File: config.mk
export PLATFORM = sky130hd
export DESIGN_NAME = grouped_flag_unit
export DESIGN_NICKNAME = d
export VERILOG_FILES = /design/src/rtl/flag_unit_pkg.sv /design/src/rtl/flag_opc_decode.sv /design/src/rtl/flag_store.sv /design/src/rtl/flag_group_zero.sv /design/src/rtl/grouped_flag_unit.sv
export SDC_FILE = /design/constraint.sdc
export NUM_CORES = 1
export LEC_CHECK = 0
export BUFFER_PORTS_ARGS = -buffer_cell sky130_fd_sc_hd__buf_2
export CORE_AREA = 2 2 74 55
export DETAILED_ROUTE_END_ITERATION = 8
export DIE_AREA = 0 0 76 57
export PLACE_DENSITY_LB_ADDON = 0.2
export SETUP_SLACK_MARGIN = 0.15
export SLEW_MARGIN = 40
export SYNTH_ARGS = -nofsm -noshare
export SYNTH_HDL_FRONTEND = slang
export SYNTH_HIERARCHICAL = 1
export SYNTH_SLANG_ARGS = --single-unit
File: constraint.sdc
create_clock -name clk -period 2.29 [get_ports clk]
set_clock_uncertainty 0.2 [all_clocks]
set_input_delay 0.229 -clock clk [delete_from_list [all_inputs] [get_ports clk]]
set_output_delay 0.229 -clock clk [all_outputs]
set_load 0.005 [all_outputs]
File: src/rtl/flag_unit_pkg.sv
package flag_unit_pkg;

  localparam int OPC_W      = 8;
  localparam int FIELD_W    = 4;
  localparam int PREFIX_W   = OPC_W - FIELD_W;

  localparam logic [PREFIX_W-1:0] SET_PREFIX = 4'b0101;
  localparam logic [PREFIX_W-1:0] CLR_PREFIX = 4'b0001;

  typedef enum logic [1:0] {
    FOP_NONE = 2'd0,
    FOP_SET  = 2'd1,
    FOP_CLR  = 2'd2
  } flag_op_e;

endpackage

File: src/rtl/flag_opc_decode.sv
module flag_opc_decode
  import flag_unit_pkg::*;
#(
  parameter int FLAG_NUM = 16,
  localparam int IDX_W   = $clog2(FLAG_NUM)
) (
  input  logic             valid_i,
  input  logic [OPC_W-1:0] opcode_i,
  output flag_op_e         op_o,
  output logic [IDX_W-1:0] idx_o
);

  logic [PREFIX_W-1:0] prefix;
  logic [FIELD_W-1:0]  field;
  logic                in_range;

  assign prefix   = opcode_i[OPC_W-1:FIELD_W];
  assign field    = opcode_i[FIELD_W-1:0];
  assign in_range = (32'(field) < FLAG_NUM);
  assign idx_o    = field[IDX_W-1:0];

  always_comb begin
    op_o = FOP_NONE;
    if (valid_i && in_range) begin
      if (prefix == SET_PREFIX)      op_o = FOP_SET;
      else if (prefix == CLR_PREFIX) op_o = FOP_CLR;
    end
  end

endmodule

File: src/rtl/flag_store.sv
module flag_store
  import flag_unit_pkg::*;
#(
  parameter int FLAG_NUM = 16,
  localparam int IDX_W   = $clog2(FLAG_NUM)
) (
  input  logic                clk,
  input  logic                rst,
  input  flag_op_e            op_i,
  input  logic [IDX_W-1:0]    idx_i,
  output logic [FLAG_NUM-1:0] flags_q,
  output logic [FLAG_NUM-1:0] flags_nxt
);

  for (genvar i = 0; i < FLAG_NUM; i++) begin : g_bit
    logic hit;
    assign hit = (idx_i == IDX_W'(i));

    always_comb begin
      flags_nxt[i] = flags_q[i];
      if (hit && op_i == FOP_SET) flags_nxt[i] = 1'b1;
      if (hit && op_i == FOP_CLR) flags_nxt[i] = 1'b0;
    end

    always_ff @(posedge clk) begin
      if (rst) flags_q[i] <= 1'b0;
      else     flags_q[i] <= flags_nxt[i];
    end
  end

  AST_SET_LANDS: assert property (@(posedge clk) disable iff (rst)
    (op_i == FOP_SET) |=> flags_q[$past(idx_i)] == 1'b1);

  AST_CLR_LANDS: assert property (@(posedge clk) disable iff (rst)
    (op_i == FOP_CLR) |=> flags_q[$past(idx_i)] == 1'b0);

  AST_SINGLE_BIT_MOVE: assert property (@(posedge clk) disable iff (rst)
    1'b1 |=> $countones(flags_q ^ $past(flags_q)) <= 1);

  AST_IDLE_HOLDS: assert property (@(posedge clk) disable iff (rst)
    (op_i == FOP_NONE) |=> $stable(flags_q));

endmodule

File: src/rtl/flag_group_zero.sv
module flag_group_zero
  import flag_unit_pkg::*;
#(
  parameter int FLAG_NUM  = 16,
  parameter int GRP_SIZE  = 4,
  localparam int IDX_W    = $clog2(FLAG_NUM),
  localparam int GRP_NUM  = FLAG_NUM / GRP_SIZE,
  localparam int LOG_GS   = $clog2(GRP_SIZE),
  localparam int SEL_W    = IDX_W - LOG_GS
) (
  input  logic                clk,
  input  logic                rst,
  input  flag_op_e            op_i,
  input  logic [IDX_W-1:0]    idx_i,
  input  logic [FLAG_NUM-1:0] flags_nxt_i,
  output logic                zero_q
);

  logic [GRP_NUM-1:0] grp_empty;
  logic [SEL_W-1:0]   grp_sel;

  for (genvar g = 0; g < GRP_NUM; g++) begin : g_grp
    assign grp_empty[g] = ~|flags_nxt_i[g*GRP_SIZE +: GRP_SIZE];
  end

  assign grp_sel = idx_i[IDX_W-1:LOG_GS];

  always_ff @(posedge clk) begin
    if (rst)                  zero_q <= 1'b0;
    else if (op_i == FOP_CLR) zero_q <= grp_empty[grp_sel];
  end

  AST_ZF_HOLD_NO_CLR: assert property (@(posedge clk) disable iff (rst)
    (op_i != FOP_CLR) |=> $stable(zero_q));

endmodule

File: src/rtl/grouped_flag_unit.sv
module grouped_flag_unit
  import flag_unit_pkg::*;
#(
  parameter int FLAG_NUM = 16,
  parameter int GRP_SIZE = 4
) (
  input  logic                clk,
  input  logic                rst,
  input  logic                op_valid,
  input  logic [7:0]          op_code,
  output logic [FLAG_NUM-1:0] flags_o,
  output logic                zero_o
);

  localparam int IDX_W = $clog2(FLAG_NUM);

  flag_op_e            dec_op;
  logic [IDX_W-1:0]    dec_idx;
  logic [FLAG_NUM-1:0] flags_nxt;
  logic [FLAG_NUM-1:0] grp_mask;

  flag_opc_decode #(.FLAG_NUM(FLAG_NUM)) u_decode (
    .valid_i  (op_valid),
    .opcode_i (op_code),
    .op_o     (dec_op),
    .idx_o    (dec_idx)
  );

  flag_store #(.FLAG_NUM(FLAG_NUM)) u_store (
    .clk       (clk),
    .rst       (rst),
    .op_i      (dec_op),
    .idx_i     (dec_idx),
    .flags_q   (flags_o),
    .flags_nxt (flags_nxt)
  );

  flag_group_zero #(.FLAG_NUM(FLAG_NUM), .GRP_SIZE(GRP_SIZE)) u_zero (
    .clk         (clk),
    .rst         (rst),
    .op_i        (dec_op),
    .idx_i       (dec_idx),
    .flags_nxt_i (flags_nxt),
    .zero_q      (zero_o)
  );

  assign grp_mask = {{(FLAG_NUM-GRP_SIZE){1'b0}}, {GRP_SIZE{1'b1}}}
                    << ((32'(dec_idx) / GRP_SIZE) * GRP_SIZE);

  AST_ZF_FROM_GROUP: assert property (@(posedge clk) disable iff (rst)
    (dec_op == FOP_CLR) |=> zero_o == ((flags_o & $past(grp_mask)) == '0));

  AST_FOREIGN_NO_EFFECT: assert property (@(posedge clk) disable iff (rst)
    (!op_valid || (op_code[7:4] != 4'b0101 && op_code[7:4] != 4'b0001))
      |=> $stable(flags_o) && $stable(zero_o));

  AST_RANGE_GUARD: assert property (@(posedge clk) disable iff (rst)
    (32'(op_code[3:0]) >= FLAG_NUM) |=> $stable(flags_o) && $stable(zero_o));

endmodule

After elaboration in Yosys (flattened, before gate mapping)
Index checks and enable logic that the tools add are counted.
- $add $sub $neg: 0
- multiply operators: 0
- divide/modulo/power cells: 0
- $lt $le $gt $ge: 1
- equal/unequal tests: 19
- shift operators: 0
- multiplexer cells: 37
- bitwise logic cells: 0
- reduce and logical (&&, ||, !) cells: 41
- operators by type and width (kind ; count):
    two-way mux 1 bit ; 33
    equality test 4 bit (second input constant) ; 8
    logical AND 1 bit ; 32
    equality test 4 x 3 -> 1 bit (second input constant) ; 5
    OR reduction 4 bit ; 4
    equality test 4 x 1 -> 1 bit (second input constant) ; 2
    equality test 4 x 2 -> 1 bit (second input constant) ; 2
    two-way mux 2 bit ; 3
    logical NOT 1 bit ; 4
    logical NOT 4 bit ; 1
    < comparator 2 x 3 -> 1 bit (second input constant) ; 1
    binary-select mux 1 bit (select 2 bit) ; 1
    equality test 2 x 1 -> 1 bit (second input constant) ; 1
    equality test 2 bit (second input constant) ; 1
- bits in registers: 17
- bits in latches: 0
- RAM bits: 0
- ROM bits: 0
- input bits: 11
- output and inout bits: 17
- logic and storage cells: 115
- memories kept: 0

Longest topological paths before layout
Gate-level depths: netlist (run 1).
- depth after elaboration: 12
- gate-level depth with buffers: 9
- mapped depth without buffers: 8

Modules after synthesis
The synthesis (run 1) kept the hierarchy.
- modules (own cells, without submodules) (module ; instances ; cells each ; area an instance (um^2) ; seq. area each (um^2)):
    flag_store ; 1 ; 115 ; 872.1 ; 320.3
    flag_group_zero ; 1 ; 12 ; 112.6 ; 20.0
    flag_opc_decode ; 1 ; 7 ; 58.8 ; 0.0

Worst setup path after synthesis (run 1)
No wires, ideal clock.
- kind: input port to flip-flop
- from: input op_code[7]
- to: register u_zero.zero_q
- library setup time: 79 ps
- arrival: 2240 ps
- data required time: 2011 ps
- path slack: -229 ps
- cell stages on the path: 8
- path buffers: 0
- cell sequence: and4bb_2 -> and2b_2 -> or3b_4 -> nor3_2 -> nor3_1 -> or4b_1 -> o22a_1 -> o221ai_2
- longest elaborated chain between the ends: 12
- elaborated cells on any way between the ends: 81
- those cells by class: eq/ne: 4; mux: 37; reduce/logical: 40
- ends and longest elaborated chain (item ; line ; RTL):
    start, declared ; grouped_flag_unit.sv:10 ; input logic [7:0] op_code,
    equality test 4 x 1 -> 1 bit ; flag_opc_decode.sv:26 ; else if (prefix == CLR_PREFIX) op_o = FOP_CLR;
    two-way mux 2 bit ; flag_opc_decode.sv:26 ;
    two-way mux 2 bit (*) ; flag_opc_decode.sv:25 ; if (prefix == SET_PREFIX) op_o = FOP_SET;
    two-way mux 2 bit (*) ; flag_opc_decode.sv:24 ; if (valid_i && in_range) begin
    named net dec_op[1] ; grouped_flag_unit.sv:17 ; flag_op_e dec_op;
    equality test 2 x 1 -> 1 bit ; flag_store.sv:21 ; if (hit && op_i == FOP_SET) flags_nxt[i] = 1'b1;
    logical AND 1 bit ; flag_store.sv:21 ;
    two-way mux 1 bit ; flag_store.sv:21 ;
    two-way mux 1 bit (*) ; flag_store.sv:22 ; if (hit && op_i == FOP_CLR) flags_nxt[i] = 1'b0;
    named net flags_nxt[8] ; grouped_flag_unit.sv:19 ; logic [FLAG_NUM-1:0] flags_nxt;
    OR reduction 4 bit (*) ; flag_group_zero.sv:23 ; assign grp_empty[g] = ~|flags_nxt_i[g*GRP_SIZE +: GRP_SIZE];
    logical NOT 1 bit (*) ; flag_group_zero.sv:23 ;
    binary-select mux 1 bit (select 2 bit) (*) ; flag_group_zero.sv:30 ; else if (op_i == FOP_CLR) zero_q <= grp_empty[grp_sel];
    two-way mux 1 bit (not written as such) (*) ; flag_group_zero.sv:30 ;
    end signal, assigned ; flag_group_zero.sv:30 ;
    end, declared ; flag_group_zero.sv:16 ; output logic zero_q
Mark *: on every way through the listed nets, which the timed path passes. The rest lies on a longest branch. The select of a mux whose other input is x is not followed.
A chain may end at the register's enable or synchronous reset.

Worst setup path after layout (run 1)
Ends and elaborated chain as after synthesis.

==> results.json, run 1 <==
{
  "startpoint_type": "input pin",
  "ys_warn_count": 6,
  "place_inst": 239,
  "cts-hold-fix-buffers": 0,
  "synth_edf_count": 0,
  "reg2reg_from": "u_store/flags_q[1]",
  "drt_pre_antenna_iters": 4,
  "dp_slack_ns": -0.3049,
  "critPathBufInv": 1,
  "grt_first_pass_wirelength_um": 5699,
  "cts_root_buf": "clkbuf_8",
  "clkSlewWorstSetupHoldPaths_ns": 0.07,
  "drcViolationCount": 0,
  "finalSetupTns_ns": 0,
  "finalHoldViolCount": 0,
  "crit_required_ns": 2.28,
  "synth_top_cell_by_area": "dfxtp_1",
  "globalplace.congestion": 0.8968,
  "final_util": 0.4377,
  "netlist_instances": 134,
  "power_mw": 0.6259,
  "multi_input_area_sq_um": 695.7,
  "critPathArrivalTime_ns": 2.25,
  "grt_max_degree": 20,
  "hold_path_class": "in -> reg",
  "clkSinkCount": 17,
  "final_cells": 250,
  "routed_wl_um": 3617,
  "drive_gt1_frac": 0.4798,
  "wire_per_inst_um": 14.47,
  "die_y_um": 57,
  "synth_area_leaders": "dfxtp_1, nor3_1, nor4_1, nor2_1, a21oi_1",
  "fp.dieArea_sq_um": 4332,
  "stdcell_area_sq_um": 1613,
  "ys_ff_latch": 17,
  "cpLargestDelayFamily": "simple AND/OR/NAND/NOR gates",
  "ant_nets": 0,
  "irDropWorstVdd_mv": 0.2095,
  "fillCellCount": 363,
  "start_util": 0.2832,
  "period_needed_ns": 2.259,
  "register_area_sq_um": 340.3,
  "final_nets": 210,
  "cts_max_path_buffers": 2,
  "p_per_area_nw_per_um2": 388.1,
  "drt_iter0_drc": 91,
  "status": "complete, no violations",
  "vias": 1286,
  "dp.final_hpwl_um": 2601,
  "p_leak_nw": 0.6345,
  "area_growth_pct": 54.56,
  "hold_slack_ns": 0.2164,
  "worst_slack_ns": 0.03095,
  "tritoncts": "yes",
  "cts_inserted_buffers": 3,
  "async_flop_share": 0,
  "diodes": 0,
  "ys.flop_type": "dfxtp_1",
  "fin_crit_sh": 0.9865,
  "die_x_um": 76,
  "grt_pass1_vias": 1183,
  "slew_violations": 0,
  "synthDistinctLibCells": 31,
  "fmax_mhz": 442.7,
  "io_pins": 28,
  "rrSetupSlack_ns": 0.52,
  "cp-end-kind": "flip-flop",
  "cp_max_fo": 6,
  "dpl-instance-area_sq_um": 1466,
  "worstRegToRegCells": 5,
  "synth_top_cell_area_share": 0.3261,
  "port_buffers": 27,
  "maxCapViolCount": 0,
  "rows": 19,
  "crit_type": "in -> reg",
  "synth_area_sq_um": 1044,
  "via_per_inst": 5.144,
  "slew_headroom": 0.7216,
  "rsz0062_at_grt": "true",
  "ys_seq_area_frac": 0.3261,
  "cp_num_cells": 9,
  "htreeDepth": 1,
  "crit_chain": "buf_2 -> and4bb_2 -> and2b_2 -> or3b_4 -> nor2_4 -> nor3_1 -> or4_1 -> o22a_1 -> o221ai_2",
  "cpPeakStageDelay_ns": 0.44,
  "worstMarginPinSlew_ns": 0.4154,
  "finalSetupViolCount": 0,
  "setup.worst_path.end": "u_zero/zero_q",
  "antenna_found_initial": 0,
  "cp_slowest_cell": "or3b_4",
  "worstSetupStartpoint": "op_code[7]",
  "overflow": 0,
  "min_path_cells": 3,
  "clock_latency_ns": 0.26,
  "grtUsageTotal": 0.1683,
  "reg2reg_to": "u_zero/zero_q",
  "core_sq_um": 3685,
  "synth_area_per_cell_sq_um": 7.787,
  "synth_fp_nets": 145
}
cell usage after synthesis (2+ instances only):
| cell type | number |
|---|---|
| nor3b_2 | 2 |
| nor2_1 | 18 |
| buf_4 | 4 |
| nor3_1 | 25 |
| nor4_1 | 15 |
| dfxtp_1 | 17 |
| nand2b_1 | 3 |
| a31oi_1 | 4 |
| buf_2 | 4 |
| o22ai_1 | 3 |
| or3_1 | 2 |
| nand3b_1 | 3 |
| a21oi_1 | 12 |
| clkbuf_1 | 2 |
| nor3_2 | 4 |
per-layer routing:
layer	global-route usage	part of all wire	up-vias
met4	0.06494	0.013	0
li1	-	-	640
met3	0.03956	0.048	7
met2	0.2691	0.46	36
met1	0.2245	0.48	603
met5	0	0	-
layout make-up:
cell class,count,area share
multi-input cells,106,0.4313
clock inverters,1,0.003103
flip-flops and latches,17,0.2110
repair buffers,71,0.2886
clock buffers,3,0.02560
well taps,52,0.04034
power by group:
part / total (mW) / internal, mW / leakage (nW) / switching (mW)
clock: 0.235 / 0.121 / 0.0255 / 0.114
sequential: 0.297 / 0.296 / 0.137 / 0.000474
combinational: 0.0944 / 0.0420 / 0.472 / 0.0524
total: 0.626 / 0.459 / 0.634 / 0.167
registers in the layout, summed over array words and instances, names as in the netlist:
register         count
u_zero/zero_q        1
u_store/flags_q     16
worst min-delay path, cell delays in order:
cell and delay [ns]:
buf_2 0.15, or3_1 0.15, o221ai_2 0.10
cells by family (layout without fill, tap and decap cells):
family	after synthesis	after routing	synth area share
AO/OA/AOI/OAI	21	21	0.1223
buffers and inverters	11	75	0.05875
flip-flops	17	17	0.3261
multiplexers	1	1	0.009593
AND/OR/NAND/NOR	84	84	0.4832
placed cells by master, fill, tap and decap left out, types with 2 or more instances in the layout:
cell type	synthesis	final
o22ai_2	0	2
buf_4	4	44
clkbuf_8	0	3
nand2b_1	3	3
dfxtp_1	17	17
a21oi_1	12	12
nand3b_1	3	3
nor3_1	25	23
a31oi_1	4	4
buf_2	4	27
nor2_1	18	17
nor4_1	15	14
nor3_2	4	5
worst min-delay path by stage:
stage,start,endpoint,slack (ns)
after CTS,op_code[2],u_zero/zero_q,0.20
after floorplan,rst,u_zero/zero_q,0.25
final,op_code[2],u_zero/zero_q,0.22
after global routing,op_code[2],u_zero/zero_q,0.24
after detailed placement,u_zero/zero_q,u_zero/zero_q,0.32
after global placement,u_zero/zero_q,u_zero/zero_q,0.31
repair_timing:
action / in CTS / in global routing
pin swaps: 4 / 1
endpoints found under the hold margin: 0 / 0
setup endpoints to repair: 1 / 1
buffers inserted: 7 / 0
resized for setup: 6 / 3
No activity file was read; power rests on OpenSTA's default activity.
==> inputs of run 2 (changes only) <==
Settings changed: SETUP_SLACK_MARGIN 0.15 to unset, SKIP_CTS_REPAIR_TIMING set to 1.
==> run 2 against run 1 <==
  * Via count is 1.6% lower
  * Clock power hardly changed
  * Non-clock buffer count is 6 lower
  * Largest cell class unchanged
==> results.json, run 2 (synthesized netlist as in run 1, its figures left out) <==
{
  "status": "complete, no violations",
  "cp_max_fo": 7,
  "maxCapViolCount": 0,
  "final_cells": 244,
  "htreeDepth": 1,
  "reg.largest.list": "u_store/flags_q: 16 flops, u_zero/zero_q: 1 flops",
  "drt_iter0_drc": 81,
  "slew_violations": 0,
  "die_x_um": 76,
  "final_util": 0.4224,
  "grt_first_pass_wirelength_um": 5540,
  "via_per_inst": 5.184,
  "io_pins": 28,
  "fp.dieArea_sq_um": 4332,
  "globalplace.congestion": 0.8968,
  "grt-busiest-layer": "met2",
  "finalHoldViolCount": 0,
  "finalSetupViolCount": 0,
  "p_per_area_nw_per_um2": 399.6,
  "crit_required_ns": 2.28,
  "dp.final_hpwl_um": 2601,
  "clkSinkCount": 17,
  "drive_gt1_frac": 0.4635,
  "min_path_cells": 3,
  "reg2reg_from": "u_store/flags_q[2]",
  "cts_inserted_buffers": 3,
  "grt_max_degree": 20,
  "worst_slack_ns": 0.02311,
  "irDropWorstVdd_mv": 0.2103,
  "rows": 19,
  "wire_per_inst_um": 14.55,
  "drcViolationCount": 0,
  "die_y_um": 57,
  "worstMarginPinSlew_ns": 0.4049,
  "port_buffers": 27,
  "mostFrequentLayoutCell": "buf_4",
  "grt_util_met3": 0.03956,
  "hp-start": "op_code[2]",
  "critPathArrivalTime_ns": 2.26,
  "dp_slack_ns": -0.3049,
  "period_needed_ns": 2.267,
  "finalSetupTns_ns": 0,
  "fmax_mhz": 441.1,
  "cts_root_buf": "clkbuf_8",
  "tritoncts": "yes",
  "grtUsageMet1": 0.2223,
  "vias": 1265,
  "whs_endpoint": "u_zero/zero_q",
  "diodes": 0,
  "drt_pre_antenna_iters": 4,
  "antenna_found_initial": 0,
  "core_sq_um": 3685,
  "worstRegToRegCells": 5,
  "final_nets": 204,
  "routed_wl_um": 3550,
  "rsz0062_at_grt": "true",
  "place_inst": 239,
  "fin_crit_sh": 0.9899,
  "clkSlewWorstSetupHoldPaths_ns": 0.07,
  "rrSetupSlack_ns": 0.54,
  "start_util": 0.2832,
  "overflow": 0,
  "area_growth_pct": 49.16,
  "layout_common_cells": "buf_4, buf_2, nor3_1, nor2_1, dfxtp_1",
  "crit_type": "in -> reg",
  "startpoint_type": "input pin",
  "power_mw": 0.6219,
  "slew_headroom": 0.7286,
  "grtUsageTotal": 0.1635,
  "cp-end-kind": "flip-flop",
  "regMostFlops": "u_store/flags_q",
  "clock_latency_ns": 0.26,
  "grt_pass1_vias": 1142,
  "cts_max_path_buffers": 2,
  "largest_reg_flops": 16,
  "p_leak_nw": 0.6098,
  "hold_path_class": "in -> reg",
  "use_met2": 0.2538,
  "ant_nets": 0,
  "reg2reg_to": "u_zero/zero_q"
}
[run 2: changes by cell type in the layout (fill, tap and decap cells not counted), sizes merged]
| cell | delta |
|---|---|
| buf | -6 |
[run 2: cell type report]
class                           count  area [sq um]
Clock buffer                        3         41.29
Tap cell                           52         65.06
Sequential cell                    17         340.3
Timing Repair Buffer               65         420.4
Clock inverter                      1         5.005
Fill cell                         365          2128
Multi-Input combinational cell    106         684.4
[run 2: worst max-delay path, cell delays in order]
cell and delay (ns):
buf_2 0.09, and4bb_2 0.28, and2b_2 0.21, or3b_4 0.43, nor2_2 0.16, nor3_1 0.07
or4_1 0.42, o22a_1 0.22, o221ai_2 0.14
[run 2: worst max path at each step]
stage                     startpoint       endpoint  slack [ns]  cells after the start
after global routing      op_code[7]  u_zero/zero_q       -0.02                      9
after global placement    op_code[4]  u_zero/zero_q       -0.26                      9
after CTS                 op_code[7]  u_zero/zero_q       -0.03                     10
after floorplan           op_code[7]  u_zero/zero_q       -0.08                      8
after detailed placement  op_code[7]  u_zero/zero_q       -0.30                     10
final                     op_code[7]  u_zero/zero_q        0.02                      9
[run 2: power by group]
part / internal (mW) / switching (mW)
clock network: 0.121 / 0.115
logic: 0.0391 / 0.0504
registers: 0.296 / 0.000448
total: 0.456 / 0.166
[run 2: layer usage]
layer	vias to the layer above	routed length, um
met1	589	1664
met5	-	0
met2	40	1621
met4	0	61
met3	8	203
li1	628	-
[run 2: metrics by stage]
step	area [sq um]	hold slack, ns
6_report	1556	0.2088
5_1_grt	1556	0.2372
4_1_cts	1513	0.1961
3_5_place_dp	1466	0.3187
3_3_place_gp	1466	0.3124
2_1_floorplan	1050	0.2544
